**config.mk**
```make
export PLATFORM = sky130hd
export DESIGN_NAME = adc_acq_ctrl
export DESIGN_NICKNAME = d
export VERILOG_FILES = /design/src/rtl/adc_acq_pkg.sv /design/src/rtl/acq_timer.sv /design/src/rtl/acq_spi_rx.sv /design/src/rtl/adc_acq_ctrl.sv
export SDC_FILE = /design/constraint.sdc
export NUM_CORES = 1
export LEC_CHECK = 0
export BUFFER_PORTS_ARGS = -buffer_cell sky130_fd_sc_hd__buf_2
export CORE_MARGIN = 4
export CORE_UTILIZATION = 35
export DETAILED_ROUTE_END_ITERATION = 10
export PLACE_DENSITY_LB_ADDON = 0.25
export REMOVE_ABC_BUFFERS = 1
export SKIP_LAST_GASP = 1
export SLEW_MARGIN = 20
export SYNTH_ARGS = -nofsm -noshare
export SYNTH_HDL_FRONTEND = slang
export SYNTH_HIERARCHICAL = 1
export SYNTH_SLANG_ARGS = --single-unit
```
**constraint.sdc**
```tcl
create_clock -name clk -period 7.1 [get_ports clk]
set_input_delay 0.355 -clock clk [delete_from_list [all_inputs] [get_ports clk]]
set_output_delay 0.355 -clock clk [all_outputs]
set_load 0.03 [all_outputs]
```
**src/rtl/adc_acq_pkg.sv**
```systemverilog
package adc_acq_pkg;

    typedef enum logic [1:0] {
        ST_IDLE,
        ST_CONV,
        ST_WAIT,
        ST_READ
    } acq_state_e;

endpackage

```
**src/rtl/acq_timer.sv**
```systemverilog
module acq_timer #(
    parameter int PER_W = 16
) (
    input  logic             clk,
    input  logic             rst_n,
    input  logic [PER_W-1:0] period_i,
    output logic             tick_o
);

    typedef struct packed {
        logic [PER_W-1:0] cnt;
    } tmr_t;

    tmr_t tmr_d, tmr_q;
    logic tick;

    always_comb begin
        tmr_d = tmr_q;
        tick  = (period_i != '0) && (tmr_q.cnt >= period_i - 1'b1);
        if (tick || period_i == '0) begin
            tmr_d.cnt = '0;
        end else begin
            tmr_d.cnt = tmr_q.cnt + 1'b1;
        end
    end

    always_ff @(posedge clk) begin
        if (!rst_n) begin
            tmr_q <= '0;
        end else begin
            tmr_q <= tmr_d;
        end
    end

    assign tick_o = tick;


    tick_spacing_chk: assert property (@(posedge clk) disable iff (!rst_n)
        (tick_o && period_i > 1) |=> (!tick_o || period_i == 1))
        else $error("timer fired on consecutive clocks with period above one");

endmodule

```
**src/rtl/acq_spi_rx.sv**
```systemverilog
module acq_spi_rx #(
    parameter int DIV  = 3,
    parameter int BITS = 24,
    parameter int KEEP = 18
) (
    input  logic            clk,
    input  logic            rst_n,
    input  logic            start_i,
    input  logic            miso_i,
    output logic            sclk_o,
    output logic            done_o,
    output logic [KEEP-1:0] data_o
);

    localparam int DIV_W = $clog2(DIV + 1);
    localparam int CNT_W = $clog2(BITS + 1);

    typedef struct packed {
        logic             active;
        logic             sclk;
        logic [DIV_W-1:0] div;
        logic [CNT_W-1:0] bits;
        logic [BITS-1:0]  sh;
        logic             done;
    } rx_t;

    rx_t rx_d, rx_q;

    always_comb begin
        rx_d      = rx_q;
        rx_d.done = 1'b0;
        if (start_i && !rx_q.active) begin
            rx_d.active = 1'b1;
            rx_d.sclk   = 1'b0;
            rx_d.div    = '0;
            rx_d.bits   = '0;
        end else if (rx_q.active) begin
            if (rx_q.div == DIV_W'(DIV - 1)) begin
                rx_d.div  = '0;
                rx_d.sclk = ~rx_q.sclk;
                if (rx_q.sclk) begin
                    rx_d.sh   = {rx_q.sh[BITS-2:0], miso_i};
                    rx_d.bits = rx_q.bits + 1'b1;
                    if (rx_q.bits == CNT_W'(BITS - 1)) begin
                        rx_d.active = 1'b0;
                        rx_d.done   = 1'b1;
                    end
                end
            end else begin
                rx_d.div = rx_q.div + 1'b1;
            end
        end
    end

    always_ff @(posedge clk) begin
        if (!rst_n) begin
            rx_q <= '0;
        end else begin
            rx_q <= rx_d;
        end
    end

    assign sclk_o = rx_q.sclk;
    assign done_o = rx_q.done;
    assign data_o = rx_q.sh[BITS-1 -: KEEP];


    sclk_idle_chk: assert property (@(posedge clk) disable iff (!rst_n)
        !rx_q.active |-> !rx_q.sclk)
        else $error("serial clock high outside a transfer");


    frame_end_chk: assert property (@(posedge clk) disable iff (!rst_n)
        rx_q.done |-> ($past(rx_q.active) && !rx_q.active && !rx_q.sclk))
        else $error("frame completion without a running transfer");

endmodule

```
**src/rtl/adc_acq_ctrl.sv**
```systemverilog
module adc_acq_ctrl #(
    parameter int SYS_HZ      = 100_000_000,
    parameter int SCLK_MAX_HZ = 17_000_000,
    parameter int SCLK_DIV    = 3,
    parameter int PER_W       = 16,
    parameter int CNV_W       = 3,
    parameter int FRAME_BITS  = 24,
    parameter int SAMPLE_BITS = 18,
    parameter int OVR_W       = 8
) (
    input  logic                   clk,
    input  logic                   rst_n,
    input  logic [PER_W-1:0]       period_i,
    output logic                   cnv_n_o,
    input  logic                   busy_i,
    output logic                   cs_n_o,
    output logic                   sclk_o,
    input  logic                   miso_i,
    output logic [SAMPLE_BITS-1:0] sample_o,
    output logic                   sample_vld_o,
    output logic [OVR_W-1:0]       overrun_cnt_o
);
    import adc_acq_pkg::*;

    localparam int CNV_CW = $clog2(CNV_W + 1);

    typedef struct packed {
        acq_state_e             state;
        logic [CNV_CW-1:0]      cnv_cnt;
        logic                   busy_r;
        logic [SAMPLE_BITS-1:0] sample;
        logic                   vld;
        logic [OVR_W-1:0]       ovr;
    } ctl_t;

    ctl_t ctl_d, ctl_q;
    logic tick;
    logic spi_start;
    logic spi_done;
    logic spi_sclk;
    logic [SAMPLE_BITS-1:0] spi_data;
    logic busy_fall;


    initial begin
        rate_limit_chk: assert (longint'(SYS_HZ) <= 2 * longint'(SCLK_DIV) * longint'(SCLK_MAX_HZ))
            else $error("SCLK_DIV gives a serial clock above the converter limit");
    end

    acq_timer #(.PER_W(PER_W)) u_timer (
        .clk      (clk),
        .rst_n    (rst_n),
        .period_i (period_i),
        .tick_o   (tick)
    );

    acq_spi_rx #(.DIV(SCLK_DIV), .BITS(FRAME_BITS), .KEEP(SAMPLE_BITS)) u_rx (
        .clk     (clk),
        .rst_n   (rst_n),
        .start_i (spi_start),
        .miso_i  (miso_i),
        .sclk_o  (spi_sclk),
        .done_o  (spi_done),
        .data_o  (spi_data)
    );

    always_comb begin
        ctl_d        = ctl_q;
        ctl_d.vld    = 1'b0;
        ctl_d.busy_r = busy_i;
        spi_start    = 1'b0;
        busy_fall    = ctl_q.busy_r && !busy_i;

        if (tick && ctl_q.state != ST_IDLE) begin
            ctl_d.ovr = ctl_q.ovr + 1'b1;
        end

        unique case (ctl_q.state)
            ST_IDLE: begin
                if (tick) begin
                    ctl_d.state   = ST_CONV;
                    ctl_d.cnv_cnt = '0;
                end
            end
            ST_CONV: begin
                if (ctl_q.cnv_cnt == CNV_CW'(CNV_W - 1)) begin
                    ctl_d.state = ST_WAIT;
                end else begin
                    ctl_d.cnv_cnt = ctl_q.cnv_cnt + 1'b1;
                end
            end
            ST_WAIT: begin
                if (busy_fall) begin
                    spi_start   = 1'b1;
                    ctl_d.state = ST_READ;
                end
            end
            ST_READ: begin
                if (spi_done) begin
                    ctl_d.state  = ST_IDLE;
                    ctl_d.sample = spi_data;
                    ctl_d.vld    = 1'b1;
                end
            end
            default: ctl_d.state = ST_IDLE;
        endcase
    end

    always_ff @(posedge clk) begin
        if (!rst_n) begin
            ctl_q       <= '0;
            ctl_q.state <= ST_IDLE;
        end else begin
            ctl_q <= ctl_d;
        end
    end

    assign cnv_n_o       = (ctl_q.state != ST_CONV);
    assign cs_n_o        = (ctl_q.state != ST_READ);
    assign sclk_o        = spi_sclk;
    assign sample_o      = ctl_q.sample;
    assign sample_vld_o  = ctl_q.vld;
    assign overrun_cnt_o = ctl_q.ovr;


    cnv_excl_chk: assert property (@(posedge clk) disable iff (!rst_n)
        !cnv_n_o |-> cs_n_o)
        else $error("start pulse overlaps a read");


    cs_after_busy_chk: assert property (@(posedge clk) disable iff (!rst_n)
        $fell(cs_n_o) |-> !$past(busy_i))
        else $error("chip select lowered before end of conversion");


    sclk_cs_chk: assert property (@(posedge clk) disable iff (!rst_n)
        cs_n_o |-> !sclk_o)
        else $error("serial clock active with chip select high");


    vld_release_chk: assert property (@(posedge clk) disable iff (!rst_n)
        sample_vld_o |-> (cs_n_o && !$past(cs_n_o)))
        else $error("valid strobe not aligned with chip select release");


    ovr_step_chk: assert property (@(posedge clk) disable iff (!rst_n)
        !$stable(overrun_cnt_o) |-> (overrun_cnt_o == OVR_W'($past(overrun_cnt_o) + 1'b1)))
        else $error("overrun counter jumped");

endmodule

```
==> results.yml, run 1 <==
synthesis:
  synth_top_area_share_pct: 38.0
  yosysMostFrequentCell: "nand2_1"
  synth_async_sr_flop_share_pct: 0
  synthCells: 516
  ys_seq_area_share_pct: 38.0
  yosysWarnings: 6
  synth_common_cells: "nand2_1, dfxtp_1, buf_4"
  synthTopCellsByArea: "dfxtp_1, nand2_1, buf_4, ha_1, xor2_1"
  syn_area_per_cell_sq_um: 8.38
  synth_ff_type: "dfxtp_1"
  synth_seq_cells: 82
  syn-cell-area_sq_um: 4320
  synth_edf_count: 0
  synth_cell_type_count: 52
  synth.largest_area_cell: "dfxtp_1"
floorplanning:
  die_height_microns: 119
  coreArea_sq_um: 12100
  die-width_microns: 119
  dieArea_sq_um: 14200
  start_util_pct: 35.9
  row_count: 40
  io_pins: 50
placement:
  dp.cells: 671
  gp_congestion: 0.759
  dpl.hpwl_mm: 5.54
  portBuffers: 49
sta:
  final.min_clock_period_ns: 4.12
  slew_headroom_pct: 31.6
  rsz0062_at_grt: "no"
  setup_viol: 0
  tns_ns: 0
  holdWs_ns: 0.251
  clock-skew-final_ns: 0.00710
  finalCritPeriodShare_pct: 58.0
  max_clock_freq_mhz: 243
  worst_slew_pin_slew_ns: 1.03
  final_max_slew_viol_count: 0
  hold_viol: 0
critical_path:
  path_class: "in -> reg"
  endpoint_kind: "flip-flop"
  startpoint_type: "primary input"
  reg2reg_to: "overrun_cnt_o[4]$_SDFFE_PN0P_"
  reg2reg_depth: 10
  worstPathMaxFanout: 8
  cp.required_ns: 7.29
  r2r-start: "u_timer/tmr_q[13]$_SDFF_PP0_"
  cp.arrival_ns: 4.30
  r2r_setup_slack_ns: 4.12
grt:
  grt-ovfl-total: 0
  antenna_found_initial: 0
  track_usage_pct: 11.1
  grt_pass1_vias: 2998
  grt_max_degree: 33
  grt_first_pass_wirelength_mm: 13.3
power_and_ir_drop:
  total_power_mw: 1.09
  max-vdd-ir-drop_mv: 0.122
  power.leakage_nw: 1.80
  powerDensity_nw_per_um2: 234
clocking:
  cts-resized-gates: 0
  max-clock-path-buffers: 2
  cts_tree: "done"
  clockRootBuffer: "clkbuf_16"
  numCtsBuffers: 9
  clk_pin_slew_worst_paths_ns: 0.06
  worstSkewPairLatency_ns: 0.33
  cts.sinks: 82
  cts_setup_buffers: 0
  htree_levels: 3
  holdBufCountCts: 0
run:
  maxCapViolCount: 0
routing:
  post_drt_wl_per_cell_microns: 11.2
  drtIter0Drc: 105
  vias_per_cell: 4.57
  ant_nets: 0
  drc: 0
  vias: 3143
  routed_wl_mm: 7.72
  first_pass_iters: 4
hold_path:
  hp-class: "in -> reg"
  hold_path_end: "ctl_q[27]$_SDFF_PN0_"
  hold_start: "busy_i"
  hold_depth: 2
cells_and_area:
  area_delta_synth_final_pct: 8.30
  nets: 562
  instances_no_fill: 687
  fin_util_pct: 38.8
  layout-drive-gt1-share_pct: 13.9
  antenna_cells: 0
run_status:
  status: "complete, no violations"
cells by family after synthesis:
kind of cell / synth area share, %
flops: 38.0
mux: 0.231
simple gates: 22.9
fa+ha+maj: 8.10
buf+inv: 12.0
xor+xnor: 6.89
compound gates: 12.0
layout by cell type (no fill, tap or decap), types with 4 or more instances in the layout:
master	netlist	routed
xnor2_1	13	13
xor2_1	21	21
o21ai_0	10	10
nand3_1	8	8
buf_2	4	49
a21oi_1	31	31
inv_1	16	16
dfxtp_1	82	82
and2_1	4	4
nor2_1	41	41
nor3_1	12	12
or3_1	5	5
ha_1	28	28
clkbuf_16	0	9
a21boi_1	19	19
nand2_1	103	103
a21boi_0	5	5
nand4_1	8	8
and3_1	8	8
report_power, final:
part           switching (mW)  internal, mW  leakage (nW)
registers             0.00519         0.464         0.661
logic                  0.0487        0.0340         0.967
clock network           0.193         0.350         0.173
total                   0.247         0.848          1.80
through the flow:
stage | instance area (sq um) | setup slack (ns)
2_1_floorplan | 3870 | 3.27
3_3_place_gp | 4330 | 2.72
3_5_place_dp | 4330 | 2.61
4_1_cts | 4680 | 2.95
5_1_grt | 4680 | 2.69
6_report | 4680 | 2.98
layer usage:
metal	GRT usage [%]	vias up	share of wire [%]
li1	-	1668	-
met1	13.7	1435	49
met2	19.0	34	48
met3	2.33	6	2.3
met4	4.27	0	0.84
met5	0	-	0
state kept, by name (all words and copies together) (netlist names):
register       count
ctl_q              5
overrun_cnt_o      8
sample_o          18
sample_vld_o       1
u_rx/data_o       18
u_rx/done_o        1
u_rx/rx_q         14
u_rx/sclk_o        1
u_timer/tmr_q     16
worst max-delay path by stage:
| stage | from | end | slack [ns] | depth (start not counted) |
|---|---|---|---|---|
| 2_1_floorplan | period_i[1] | overrun_cnt_o[7]$_SDFFE_PN0P_ | 3.27 | 15 |
| 3_3_place_gp | period_i[1] | overrun_cnt_o[7]$_SDFFE_PN0P_ | 2.72 | 16 |
| 3_5_place_dp | period_i[1] | overrun_cnt_o[4]$_SDFFE_PN0P_ | 2.61 | 16 |
| 4_1_cts | period_i[1] | overrun_cnt_o[4]$_SDFFE_PN0P_ | 2.95 | 16 |
| 5_1_grt | period_i[1] | overrun_cnt_o[4]$_SDFFE_PN0P_ | 2.69 | 16 |
| 6_report | period_i[1] | overrun_cnt_o[4]$_SDFFE_PN0P_ | 2.98 | 16 |
critical path: stages:
cell and delay [ns]:
buf_2 0.11, or4_1 0.53, or3_1 0.42, nor2_1 0.17, nand3b_1 0.11, xor2_1 0.15
ha_1 0.29, nand4_1 0.17, or4_1 0.56, a31oi_1 0.19, nor3_1 0.08, nor2_1 0.22
nor2b_1 0.53, nand4_1 0.20, xor2_1 0.17, nor2_1 0.05
layout make-up:
cell class	count	area (sq um)
Clock inverter	7	128
Sequential cell	82	1640
Inverter	16	60.1
Clock buffer	9	225
Fill cell	1218	7380
Tap cell	168	210
Timing Repair Buffer	50	253
Multi-Input combinational cell	355	2170
Power figures use the tool's default switching activity.
==> run 2: changes to the inputs <==
Clock period 7.1 ns to 4.2 ns, I/O delays scaled along.
==> run 2 against run 1 <==
Wire length shrank 0.79%; critical path type unchanged; highest routed layer unchanged; clock skew barely moved; total power up 57%; clock-buffer cell count unchanged; largest power group is now registers; via count fell by 0.22%.
==> results.yml, run 2 (synthesis results as in run 1) <==
run_status:
  status: "complete, no violations"
critical_path:
  cp.required_ns: 4.43
  crit_family: "simple AND/OR/NAND/NOR gates"
  crit_buf_inv: 1
  worstPathMaxFanout: 6
  reg2reg_depth: 10
  path_class: "in -> reg"
  r2r_setup_slack_ns: 1.51
  crit_chain: "buf_2 > or4_1 > or3_1 > nor2_1 > nand3b_1 > xor2_1 > ha_1 > nand4_1 > or4_1 > a31oi_1 > nor3_1 > nor2_1 > and2b_1 > a2111oi_4 > nor2_2 > a211oi_2"
  cp.arrival_ns: 3.89
  reg2reg_to: "ctl_q[30]$_SDFFE_PN0P_"
  cpMaxStageDelayCell: "or4_1"
  r2r-start: "u_timer/tmr_q[13]$_SDFF_PP0_"
  slowest_delay_ns: 0.56
  endpoint_kind: "flip-flop"
  startpoint_type: "primary input"
routing:
  vias_per_cell: 4.56
  post_drt_wl_per_cell_microns: 11.1
  first_pass_iters: 5
  drtIter0Drc: 109
  ant_nets: 0
  vias: 3136
  routed_wl_mm: 7.66
  drc: 0
cells_and_area:
  final_cell_mix: "nand2_1, dfxtp_1, buf_2"
  area_delta_synth_final_pct: 7.32
  instances_no_fill: 688
  antenna_cells: 0
  layout-drive-gt1-share_pct: 14.2
  mostFrequentLayoutCell: "nand2_1"
  fin_util_pct: 38.5
  fillCellCount: 1234
  nets: 563
grt:
  grt_first_pass_wirelength_mm: 13.4
  track_usage_pct: 11.1
  grt-ovfl-total: 0
  antenna_found_initial: 0
  grt_max_degree: 33
  grt_pass1_vias: 3003
placement:
  dpl.hpwl_mm: 5.55
  portBuffers: 49
  gp_congestion: 0.736
  dp.cells: 672
power_and_ir_drop:
  combPwrFrac_pct: 8.1
  powerDensity_nw_per_um2: 370
  switching_share_pct: 23.9
  seq_power_share_pct: 46.1
  power.leakage_nw: 1.78
  power_switching_uw: 412
  p_clk_share_pct: 45.8
  internal_power_mw: 1.31
  max-vdd-ir-drop_mv: 0.167
floorplanning:
  die_height_microns: 119
  start_util_pct: 35.9
  coreArea_sq_um: 12100
  io_pins: 50
  die-width_microns: 119
  dieArea_sq_um: 14200
  row_count: 40
clocking:
  cts-resized-gates: 0
  numCtsBuffers: 9
  cts_setup_buffers: 0
  cts_tree: "done"
  clockRootBuffer: "clkbuf_16"
  max-clock-path-buffers: 2
  htree_levels: 3
  holdBufCountCts: 0
  clk_pin_slew_worst_paths_ns: 0.06
  worstSkewPairLatency_ns: 0.32
  cts.sinks: 82
sta:
  final_max_slew_viol_count: 0
  hold_viol: 0
  final.min_clock_period_ns: 3.66
  finalCritPeriodShare_pct: 87.1
  setup_viol: 0
  worst_slew_pin_slew_ns: 1.02
  max_clock_freq_mhz: 273
  rsz0062_at_grt: "no"
  slew_headroom_pct: 32.0
  clock-skew-final_ns: 0.00757
  tns_ns: 0
run:
  maxCapViolCount: 0
hold_path:
  hold_start: "busy_i"
  hold_path_end: "ctl_q[27]$_SDFF_PN0_"
  hp-class: "in -> reg"
  hold_depth: 2
==> run 2: cell count changes in the layout (fill, tap and decap cells not counted) <==
| cell | delta |
|---|---|
| bufinv_16 | -2 |
| clkinv_2 | +1 |
| inv_8 | -1 |
| and4b_2 | +1 |
| buf_4 | +1 |
| clkinvlp_4 | +2 |
| and4b_1 | -1 |
==> run 2: per-layer routing <==
metal / vias up / global-route usage, % / share of wire, %
met1: 1428 / 14.4 / 49
met5: - / 0 / 0
met3: 4 / 2.09 / 2.8
met2: 32 / 18.7 / 47
met4: 0 / 3.04 / 0.69
li1: 1672 / - / -
==> run 2: worst max path at each step <==
stage                start                       endpoint  cells after the start
6_report       period_i[1]         ctl_q[30]$_SDFFE_PN0P_                     16
2_1_floorplan  period_i[1]  overrun_cnt_o[7]$_SDFFE_PN0P_                     15
4_1_cts        period_i[1]         ctl_q[31]$_SDFFE_PN0P_                     16
5_1_grt        period_i[1]  overrun_cnt_o[4]$_SDFFE_PN0P_                     17
3_5_place_dp   period_i[1]         ctl_q[31]$_SDFFE_PN0P_                     16
3_3_place_gp   period_i[1]         ctl_q[30]$_SDFFE_PN0P_                     16
==> run 2: worst reg2reg max path: stages, from the launching register on <==
cell       delay [ns]
dfxtp_1          0.35
ha_1             0.31
nand4_1          0.17
or4_1            0.56
a31oi_1          0.19
nor3_1           0.08
nor2_1           0.15
and2b_1          0.27
a2111oi_4        0.29
nor2_2           0.06
a211oi_2         0.18
==> run 2: cell type report <==
class                           instances  area [sq um]  area share [%]
Multi-Input combinational cell        355          2170            46.7
Timing Repair Buffer                   51           260            5.61
Tap cell                              168           210            4.53
Sequential cell                        82          1640            35.4
Clock inverter                          7          76.3            1.64
Inverter                               16          60.1            1.29
Clock buffer                            9           225            4.85
==> run 2: through the flow <==
step                worst slack, ns  total power [mW]  hold WS (ns)  instance area, sq um
floorplan                     0.518             0.908         0.332                  3870
global placement              0.254             0.948         0.438                  4340
detailed placement            0.191             0.950         0.443                  4340
CTS                           0.522              1.74         0.122                  4640
global route                  0.280              1.79         0.145                  4640
finish                        0.540              1.72         0.124                  4640
==> run 2: power groups by stage <==
stage,combinational [mW],clock [mW],sequential (mW)
finish,0.139,0.787,0.793
global route,0.158,0.842,0.794
detailed placement,0.140,0,0.811
global placement,0.137,0,0.811
CTS,0.141,0.805,0.793
floorplan,0.0991,0,0.809
